--- src/rtl/uart_bf_pkg.sv ---
package uart_bf_pkg;
  typedef enum logic [2:0] {RX_IDLE, RX_START, RX_DATA, RX_PAR, RX_STOP} rx_state_e;
  typedef enum logic [1:0] {BK_OFF, BK_WAIT, BK_MEAS} bk_state_e;

  localparam logic [1:0] A_CTRL = 2'd0;
  localparam logic [1:0] A_CMD  = 2'd1;
  localparam logic [1:0] A_STAT = 2'd2;
  localparam logic [1:0] A_DATA = 2'd3;

  typedef struct packed {
    logic [2:0] rsvd;
    logic       par_odd;
    logic       par_en;
    logic       brk_mode;
    logic       rx_en;
    logic       en;
  } ctrl_t;
endpackage

--- src/rtl/uart_bf_sync.sv ---
module uart_bf_sync #(
  parameter int STAGES = 2
) (
  input  logic clk_i,
  input  logic rst_ni,
  input  logic d_i,
  output logic lvl_o,
  output logic fall_o,
  output logic rise_o
);
  logic [STAGES:0] sh_q;

  always_ff @(posedge clk_i or negedge rst_ni) begin
    if (!rst_ni) sh_q <= '1;
    else         sh_q <= {sh_q[STAGES-1:0], d_i};
  end

  assign lvl_o  = sh_q[STAGES-1];
  assign fall_o = sh_q[STAGES] & ~sh_q[STAGES-1];
  assign rise_o = ~sh_q[STAGES] & sh_q[STAGES-1];
endmodule

--- src/rtl/uart_bf_rx_core.sv ---
module uart_bf_rx_core
  import uart_bf_pkg::*;
#(
  parameter int OSR = 16,
  parameter int DW  = 8
) (
  input  logic          clk_i,
  input  logic          rst_ni,
  input  logic          tick_i,
  input  logic          rx_i,
  input  logic          fall_i,
  input  logic          hold_i,
  input  logic          par_en_i,
  input  logic          par_odd_i,
  output logic          busy_o,
  output logic          done_o,
  output logic [DW-1:0] data_o,
  output logic          fe_o,
  output logic          pe_o
);
  localparam int CW = $clog2(OSR);
  localparam int BW = (DW > 1) ? $clog2(DW) : 1;
  localparam logic [CW-1:0] MID  = CW'(OSR/2 - 1);
  localparam logic [CW-1:0] LAST = CW'(OSR - 1);

  rx_state_e     state_q;
  logic [CW-1:0] sc_q;
  logic [BW-1:0] bi_q;
  logic [DW-1:0] sh_q;
  logic          pb_q;
  logic          smp;

  assign smp    = tick_i && (sc_q == LAST);
  assign busy_o = (state_q != RX_IDLE);

  always_ff @(posedge clk_i or negedge rst_ni) begin
    if (!rst_ni) begin
      state_q <= RX_IDLE;
      sc_q    <= '0;
      bi_q    <= '0;
      sh_q    <= '0;
      pb_q    <= 1'b0;
      done_o  <= 1'b0;
      data_o  <= '0;
      fe_o    <= 1'b0;
      pe_o    <= 1'b0;
    end else begin
      done_o <= 1'b0;
      if (hold_i) begin
        state_q <= RX_IDLE;
      end else begin
        if (tick_i && state_q != RX_IDLE) sc_q <= (smp || (state_q == RX_START && sc_q == MID)) ? '0 : sc_q + 1'b1;
        unique case (state_q)
          RX_IDLE: if (fall_i) begin
            state_q <= RX_START;
            sc_q    <= '0;
          end
          RX_START: if (tick_i && sc_q == MID) begin
            if (!rx_i) begin
              state_q <= RX_DATA;
              bi_q    <= '0;
            end else begin
              state_q <= RX_IDLE;
            end
          end
          RX_DATA: if (smp) begin
            sh_q <= {rx_i, sh_q[DW-1:1]};
            if (bi_q == BW'(DW-1)) state_q <= par_en_i ? RX_PAR : RX_STOP;
            else                   bi_q    <= bi_q + 1'b1;
          end
          RX_PAR: if (smp) begin
            pb_q    <= rx_i;
            state_q <= RX_STOP;
          end
          RX_STOP: if (smp) begin
            done_o  <= 1'b1;
            data_o  <= sh_q;
            fe_o    <= ~rx_i;
            pe_o    <= par_en_i & ((^sh_q ^ pb_q) != par_odd_i);
            state_q <= RX_IDLE;
          end
          default: state_q <= RX_IDLE;
        endcase
      end
    end
  end

  p_hold_idle_r11: assert property (@(posedge clk_i) disable iff (!rst_ni)
    hold_i |=> (!done_o && !busy_o));

  p_done_from_stop_r2: assert property (@(posedge clk_i) disable iff (!rst_ni)
    $rose(done_o) |-> $past(state_q == RX_STOP));
endmodule

--- src/rtl/uart_bf_brk.sv ---
module uart_bf_brk
  import uart_bf_pkg::*;
#(
  parameter int OSR      = 16,
  parameter int BRK_BITS = 11
) (
  input  logic clk_i,
  input  logic rst_ni,
  input  logic tick_i,
  input  logic rx_i,
  input  logic fall_i,
  input  logic rise_i,
  input  logic arm_i,
  input  logic allow_i,
  input  logic core_busy_i,
  output logic active_o,
  output logic done_o
);
  localparam int THR = OSR * BRK_BITS;
  localparam int KW  = $clog2(THR + 1);
  localparam logic [KW-1:0] THR_V = KW'(THR);

  bk_state_e     st_q;
  logic [KW-1:0] cnt_q;

  // low-time counter runs regardless of arming; survives an abort
  always_ff @(posedge clk_i or negedge rst_ni) begin
    if (!rst_ni)                      cnt_q <= '0;
    else if (rx_i)                    cnt_q <= '0;
    else if (tick_i && cnt_q != THR_V) cnt_q <= cnt_q + 1'b1;
  end

  always_ff @(posedge clk_i or negedge rst_ni) begin
    if (!rst_ni) begin
      st_q   <= BK_OFF;
      done_o <= 1'b0;
    end else begin
      done_o <= 1'b0;
      if (!allow_i) begin
        st_q <= BK_OFF;
      end else begin
        unique case (st_q)
          BK_OFF:  if (arm_i) st_q <= core_busy_i ? BK_MEAS : BK_WAIT;
          BK_WAIT: if (fall_i) st_q <= BK_MEAS;
          BK_MEAS: if (rise_i) begin
            if (cnt_q >= THR_V) begin
              st_q   <= BK_OFF;
              done_o <= 1'b1;
            end else begin
              st_q <= BK_WAIT;
            end
          end
          default: st_q <= BK_OFF;
        endcase
      end
    end
  end

  assign active_o = (st_q != BK_OFF);

  p_arm_gated_r7: assert property (@(posedge clk_i) disable iff (!rst_ni)
    (st_q == BK_OFF && arm_i && !allow_i) |=> (st_q == BK_OFF));

  p_done_on_rise_r8: assert property (@(posedge clk_i) disable iff (!rst_ni)
    done_o |-> ($past(st_q == BK_MEAS) && $past(rise_i)));

  p_rearm_ignored_r12: assert property (@(posedge clk_i) disable iff (!rst_ni)
    (st_q == BK_MEAS && arm_i && allow_i && !rise_i) |=> (st_q == BK_MEAS));
endmodule

--- src/rtl/uart_brk_rx.sv ---
module uart_brk_rx
  import uart_bf_pkg::*;
#(
  parameter int OSR      = 16,
  parameter int BRK_BITS = 11,
  parameter int SYNC     = 2
) (
  input  logic       clk_i,
  input  logic       rst_ni,
  input  logic       tick_i,
  input  logic       rxd_i,
  input  logic       wr_i,
  input  logic       rd_i,
  input  logic [1:0] addr_i,
  input  logic [7:0] wdata_i,
  output logic [7:0] rdata_o,
  output logic       rx_irq_o,
  output logic       st_irq_o
);
  localparam int DW = 8;

  ctrl_t         ctrl_q;
  logic [DW-1:0] data_q;
  logic          valid_q, fe_q, pe_q, ovr_q, brk_flag_q;

  logic          rx_lvl, rx_fall, rx_rise;
  logic          core_busy, core_done, core_fe, core_pe;
  logic [DW-1:0] core_data;
  logic          brk_active, brk_done;
  logic          allow, wr_cmd, arm, rd_data;

  assign allow   = ctrl_q.en & ctrl_q.rx_en;
  assign wr_cmd  = wr_i && (addr_i == A_CMD);
  assign arm     = wr_cmd && wdata_i[0];
  assign rd_data = rd_i && (addr_i == A_DATA);

  uart_bf_sync #(.STAGES(SYNC)) u_sync (
    .clk_i (clk_i),
    .rst_ni(rst_ni),
    .d_i   (rxd_i),
    .lvl_o (rx_lvl),
    .fall_o(rx_fall),
    .rise_o(rx_rise)
  );

  uart_bf_rx_core #(.OSR(OSR), .DW(DW)) u_core (
    .clk_i    (clk_i),
    .rst_ni   (rst_ni),
    .tick_i   (tick_i),
    .rx_i     (rx_lvl),
    .fall_i   (rx_fall),
    .hold_i   (brk_active | ~allow),
    .par_en_i (ctrl_q.par_en),
    .par_odd_i(ctrl_q.par_odd),
    .busy_o   (core_busy),
    .done_o   (core_done),
    .data_o   (core_data),
    .fe_o     (core_fe),
    .pe_o     (core_pe)
  );

  uart_bf_brk #(.OSR(OSR), .BRK_BITS(BRK_BITS)) u_brk (
    .clk_i      (clk_i),
    .rst_ni     (rst_ni),
    .tick_i     (tick_i),
    .rx_i       (rx_lvl),
    .fall_i     (rx_fall),
    .rise_i     (rx_rise),
    .arm_i      (arm),
    .allow_i    (allow),
    .core_busy_i(core_busy),
    .active_o   (brk_active),
    .done_o     (brk_done)
  );

  always_ff @(posedge clk_i or negedge rst_ni) begin
    if (!rst_ni) begin
      ctrl_q     <= '0;
      data_q     <= '0;
      valid_q    <= 1'b0;
      fe_q       <= 1'b0;
      pe_q       <= 1'b0;
      ovr_q      <= 1'b0;
      brk_flag_q <= 1'b0;
      rx_irq_o   <= 1'b0;
      st_irq_o   <= 1'b0;
    end else begin
      if (wr_i && addr_i == A_CTRL) ctrl_q <= ctrl_t'(wdata_i);
      rx_irq_o <= core_done | (brk_done & ~ctrl_q.brk_mode);
      st_irq_o <= brk_done & ctrl_q.brk_mode;

      if (brk_done && ctrl_q.brk_mode)  brk_flag_q <= 1'b1;
      else if (wr_cmd && wdata_i[1])    brk_flag_q <= 1'b0;

      if (wr_cmd && wdata_i[2]) begin
        fe_q  <= 1'b0;
        pe_q  <= 1'b0;
        ovr_q <= 1'b0;
      end
      if (rd_data) valid_q <= 1'b0;
      if (core_done) begin
        data_q  <= core_data;
        valid_q <= 1'b1;
        if (core_fe) fe_q <= 1'b1;
        if (core_pe) pe_q <= 1'b1;
        if (valid_q && !rd_data) ovr_q <= 1'b1;
      end
    end
  end

  always_comb begin
    unique case (addr_i)
      A_CTRL:  rdata_o = ctrl_q;
      A_STAT:  rdata_o = {2'b00, valid_q, ovr_q, pe_q, fe_q, brk_flag_q, brk_active};
      A_DATA:  rdata_o = data_q;
      default: rdata_o = 8'h00;
    endcase
  end

  p_rx_irq_pulse_r2: assert property (@(posedge clk_i) disable iff (!rst_ni)
    rx_irq_o |=> !rx_irq_o);

  p_st_irq_flag_r10: assert property (@(posedge clk_i) disable iff (!rst_ni)
    st_irq_o |-> brk_flag_q);

  p_abort_quiet_r11: assert property (@(posedge clk_i) disable iff (!rst_ni)
    (brk_active && $past(brk_active)) |-> !core_done);

  p_flag_needs_mode_r10: assert property (@(posedge clk_i) disable iff (!rst_ni)
    $rose(brk_flag_q) |-> $past(ctrl_q.brk_mode));
endmodule

--- config.mk ---
export PLATFORM = sky130hd
export DESIGN_NAME = uart_brk_rx
export DESIGN_NICKNAME = d
export VERILOG_FILES = /design/src/rtl/uart_bf_pkg.sv /design/src/rtl/uart_bf_sync.sv /design/src/rtl/uart_bf_rx_core.sv /design/src/rtl/uart_bf_brk.sv /design/src/rtl/uart_brk_rx.sv
export SDC_FILE = /design/constraint.sdc
export NUM_CORES = 1
export LEC_CHECK = 0
export BUFFER_PORTS_ARGS = -buffer_cell sky130_fd_sc_hd__buf_2
export CAP_MARGIN = 20
export CORE_MARGIN = 1.5
export CORE_UTILIZATION = 45
export DETAILED_ROUTE_END_ITERATION = 8
export PLACE_DENSITY = 0.74
export SYNTH_ARGS = -nofsm -noshare
export SYNTH_HDL_FRONTEND = slang
export SYNTH_HIERARCHICAL = 1
export SYNTH_SLANG_ARGS = --single-unit
--- constraint.sdc ---
create_clock -name clk_i -period 3.2 [get_ports clk_i]
set_input_delay 0.48 -clock clk_i [delete_from_list [all_inputs] [get_ports clk_i]]
set_output_delay 0.48 -clock clk_i [all_outputs]
set_load 0.05 [all_outputs]
==> metrics.md <==
| Metric | Value |
|---|---|
| Vertical extent of the die | 89.49 um |
| Layout net count | 327 |
| Outcome | finished clean |
| Highest Clock Rate | 0.4430 GHz |
| Cell row count | 31 |
| Ant. Diodes | 0 |
| Area growth from synthesis to final layout | 11.60% |
| Summed area of non-filler cells in the final layout | 3756 um2 |
| Share of layout cells above drive strength 1 | 33.12% |
| Cell area after placement | 3553 um2 |
| Standard cell with the maximum stage delay on the critical path | dfrtp_1 |
| Clock-pin slew of the registers on the worst-case setup and hold paths | 70 ps |
| Clock tree from TritonCTS | done |
| Transition time of the tightest slew-check pin | 565.6 ps |
| Sequential cell fraction of total power | 50.9% |
| Bufs and invs on worst path | 1 |
| Core area | 7253 um2 |
| Cell area power density | 476.1 nW/um2 |
| Global Route Usage Sum | 18.00% |
| Launch instance of the worst register-to-register path | u_brk/st_q[1] |
| Worst Setup SP | u_brk/st_q[1] |
| Quantity of hold-fixing buffers added after cts | 0 |
| CTS Root Cell | clkbuf_8 |
| Wire length reported by the detailed router | 6.297 mm |
| Worst path required time | 2720 ps |
| Post-Syn Nets | 300 |
| Initial antenna violation count | 0 |
| Largest incremental delay on the critical path | 450 ps |
| Fin. Hold Viols | 0 |
| First-pass GRT wire length | 10.73 mm |
| Leakage power of the design | 1.794 nW |
| Quantity of gates resized following cts | 0 |
| Via-per-instance ratio | 5.534 |
| Initial Utilization | 46.40% |
| Final weighted congestion in routability-driven placement | 0.7877 |
| Prevailing post-synth register cell | dfrtp_1 |
| Clock share of power | 39.0% |
| Number of sinks handled by clock tree synthesis | 67 |
| Half-perimeter wire length of the detailed placement result | 4.424 mm |
| Number of inserted filler cells in the final layout | 652 |
| Max-slew violation count | 0 |
| Critical setup path kind | reg2out |
| IO Count | 26 |
| Number of iterations in the first detailed-routing pass | 4 |
| Combinational share of power | 10.1% |
| CTS H-Tree Depth | 3 |
| Maximum number of pins on one net before global-route repair | 48 |
| Family of cells with the greatest summed delay on the critical path | flip-flops |
| Count of distinct cell types in the synthesized netlist | 62 |
| Die Area | 8008 um2 |
| Remaining antenna violation count after routing | 0 |
| Setup-failing EPs final | 0 |
| Residual DRC | 0 |
| Clock latency reported for the late side of the worst-skew pair | 340 ps |
| Class of the most critical hold timing path | in2async |
| Setup tns final | 0 ps |
| Warnings from Yosys | 6 |
| Chip width | 89.49 um |
| Crit share post-route | 70.54% |
| Switching Fraction | 25.66% |
| Setup Fix Bufs, Post-CTS | 0 |
| Area of the mapped netlist | 3366 um2 |
| Worst Path Max Fanout | 8 |
| Number of max-capacitance violations reported | 0 |
| Kind of end point of the critical path | primary output |
| Crit-path cells | or2_2, mux2_2, a22o_1, buf_2 |
| Arrival time worst endpoint | 1780 ps |
| Maximum buffer depth of the clock tree | 2 |
| DR iter-0 viols | 178 |
| EDFF count, synth | 0 |
| RSZ-0062 raised after global routing | no |
| Area used by multi-input combinational logic | 1575 um2 |
| Average cell area after synthesis | 12.06 um2 |
| Share of synthesized area occupied by flip-flops and latches | 49.93% |
| Worst Clk Skew | 9.624 ps |
| Share of the core filled with cells | 51.79% |
| Area occupied by registers | 1680 um2 |
| Maximum vdd ir drop | 0.0002718 V |
| Average wire length per cell after detail routing | 15.36 um |
| Post-layout minimum cycle time | 2257 ps |
| Vias after detailed routing | 2269 |
| Element type at the critical path start | flip-flop |
| Via count of the first global-routing pass | 2254 |
| Worst max-slew margin expressed relative to the limit | 62.29% |
| Number of storage elements in the synthesis netlist | 67 |
| TritonCTS buffer count | 9 |
| Port-buffer cells | 25 |
| Share of flip-flops with an asynchronous set or reset | 100.0% |
| Internal power consumption | 0.001330 W |
| Cell count after synthesis | 279 |
| Sw Pwr | 0.0004589 W |
| Total congestion overflow after global routing | 0 |
cells in the final DEF, fill, tap and decap left out, types with 2 or more instances in the layout:
master	synthesis	final
a21oi_1	6	6
a22o_1	11	11
nand3_1	6	6
a21o_1	3	3
o31ai_1	2	2
clkinv_4	0	2
o21ai_0	9	9
buf_2	4	25
clkbuf_8	0	10
inv_1	11	11
xor2_1	5	5
nor2_1	15	15
a41oi_1	2	2
nand2b_1	6	6
nand4_2	2	2
xnor2_1	7	7
dfstp_2	3	3
mux2_2	44	44
nor2b_1	2	2
dfrtp_1	64	64
nor3_1	4	4
ha_1	5	5
clkinv_2	0	2
nand4b_1	3	3
nand2_1	10	10
or2_2	2	2
mux2i_1	3	3
nand4_1	4	4
and2_1	5	5
and3_1	4	4
registers in the layout (all words and copies together), names as in the netlist, 2 cells and up:
| signal | count |
|---|---|
| u_core/data_o | 8 |
| u_brk/st_q | 2 |
| ctrl_q | 8 |
| u_core/state_q | 3 |
| u_core/bi_q | 3 |
| u_sync/sh_q | 3 |
| u_brk/cnt_q | 8 |
| u_core/sc_q | 4 |
| u_core/sh_q | 8 |
| data_q | 8 |
power by group through the flow:
stage               Sequential [W]  Combinational [W]  Clock [W]
finish                    0.000910           0.000181   0.000698
global route              0.000914           0.000200   0.000764
CTS                       0.000910           0.000183   0.000720
detailed placement        0.000925           0.000183          0
global placement          0.000925           0.000177          0
floorplan                 0.000911           0.000136          0
per-stage QoR:
| step | setup slack (ps) | cells | power [W] | hold slack, ps |
|---|---|---|---|---|
| 2_1_floorplan | 1272 | 279 | 0.001047 | 184.4 |
| 3_3_place_gp | 1070 | 394 | 0.001101 | 346.6 |
| 3_5_place_dp | 985.4 | 394 | 0.001108 | 347.3 |
| 4_1_cts | 948.4 | 410 | 0.001813 | 92.30 |
| 5_1_grt | 871.5 | 410 | 0.001878 | 94.56 |
| 6_report | 942.9 | 410 | 0.001788 | 84.88 |
path summary, 6_finish.rpt:
path                                     to  slack (ps)  cells past startpoint
setup reg to reg           u_core/data_o[0]         970                      5
hold / removal               u_brk/cnt_q[7]          80                      1
setup / recovery                 rdata_o[0]         940                      4
max in group asynchronous  u_core/data_o[7]        2180                      2
min in group clk_i           u_sync/sh_q[0]         230                      1
hold reg to reg              u_sync/sh_q[1]         360                      0
routing by layer:
layer,vias up,GRT usage (%),routed length (um)
met5,-,0,0
met2,60,27.20,2872
met4,0,9.510,151
li1,1074,-,-
met3,14,4.986,286
met1,1121,23.57,2986
final cells by class:
type                            instances  share of cell area [%]
Sequential cell                        67                   44.74
Multi-Input combinational cell        191                   41.94
Clock buffer                           10                   3.664
Timing Repair Buffer                   26                   3.531
Tap cell                               99                   3.298
Clock inverter                          6                   1.732
Inverter                               11                   1.099
logic make-up (layout without fill, tap and decap cells):
logic type,Yosys count,after routing,share of synthesized area [%]
mux,47,47,15.61
flops,67,67,49.93
buf+inv,21,53,3.271
fa+ha+maj,5,5,1.859
simple gates,79,79,14.54
xor+xnor,13,13,3.792
compound gates,47,47,11.00
synth_stat cells, types with 5 or more instances:
cell	instances	area (um2)
dfrtp_1	64	1602
nand2b_1	6	37.54
and2_1	5	31.28
xor2_1	5	43.79
nand3_1	6	30.03
mux2_2	44	495.5
a22o_1	11	96.34
nor2_1	15	56.30
o21ai_0	9	45.04
nand2_1	10	37.54
ha_1	5	62.56
inv_1	11	41.29
a21oi_1	6	30.03
xnor2_1	7	61.31
worst register-to-register path: stages, from the launching register on:
cell and delay [ps]:
dfrtp_1 450, or2_2 330, nand2b_1 330, nor2b_4 270
nand4_2 350, mux2_2 400
Note: power is estimated with default switching activity, not from simulation.
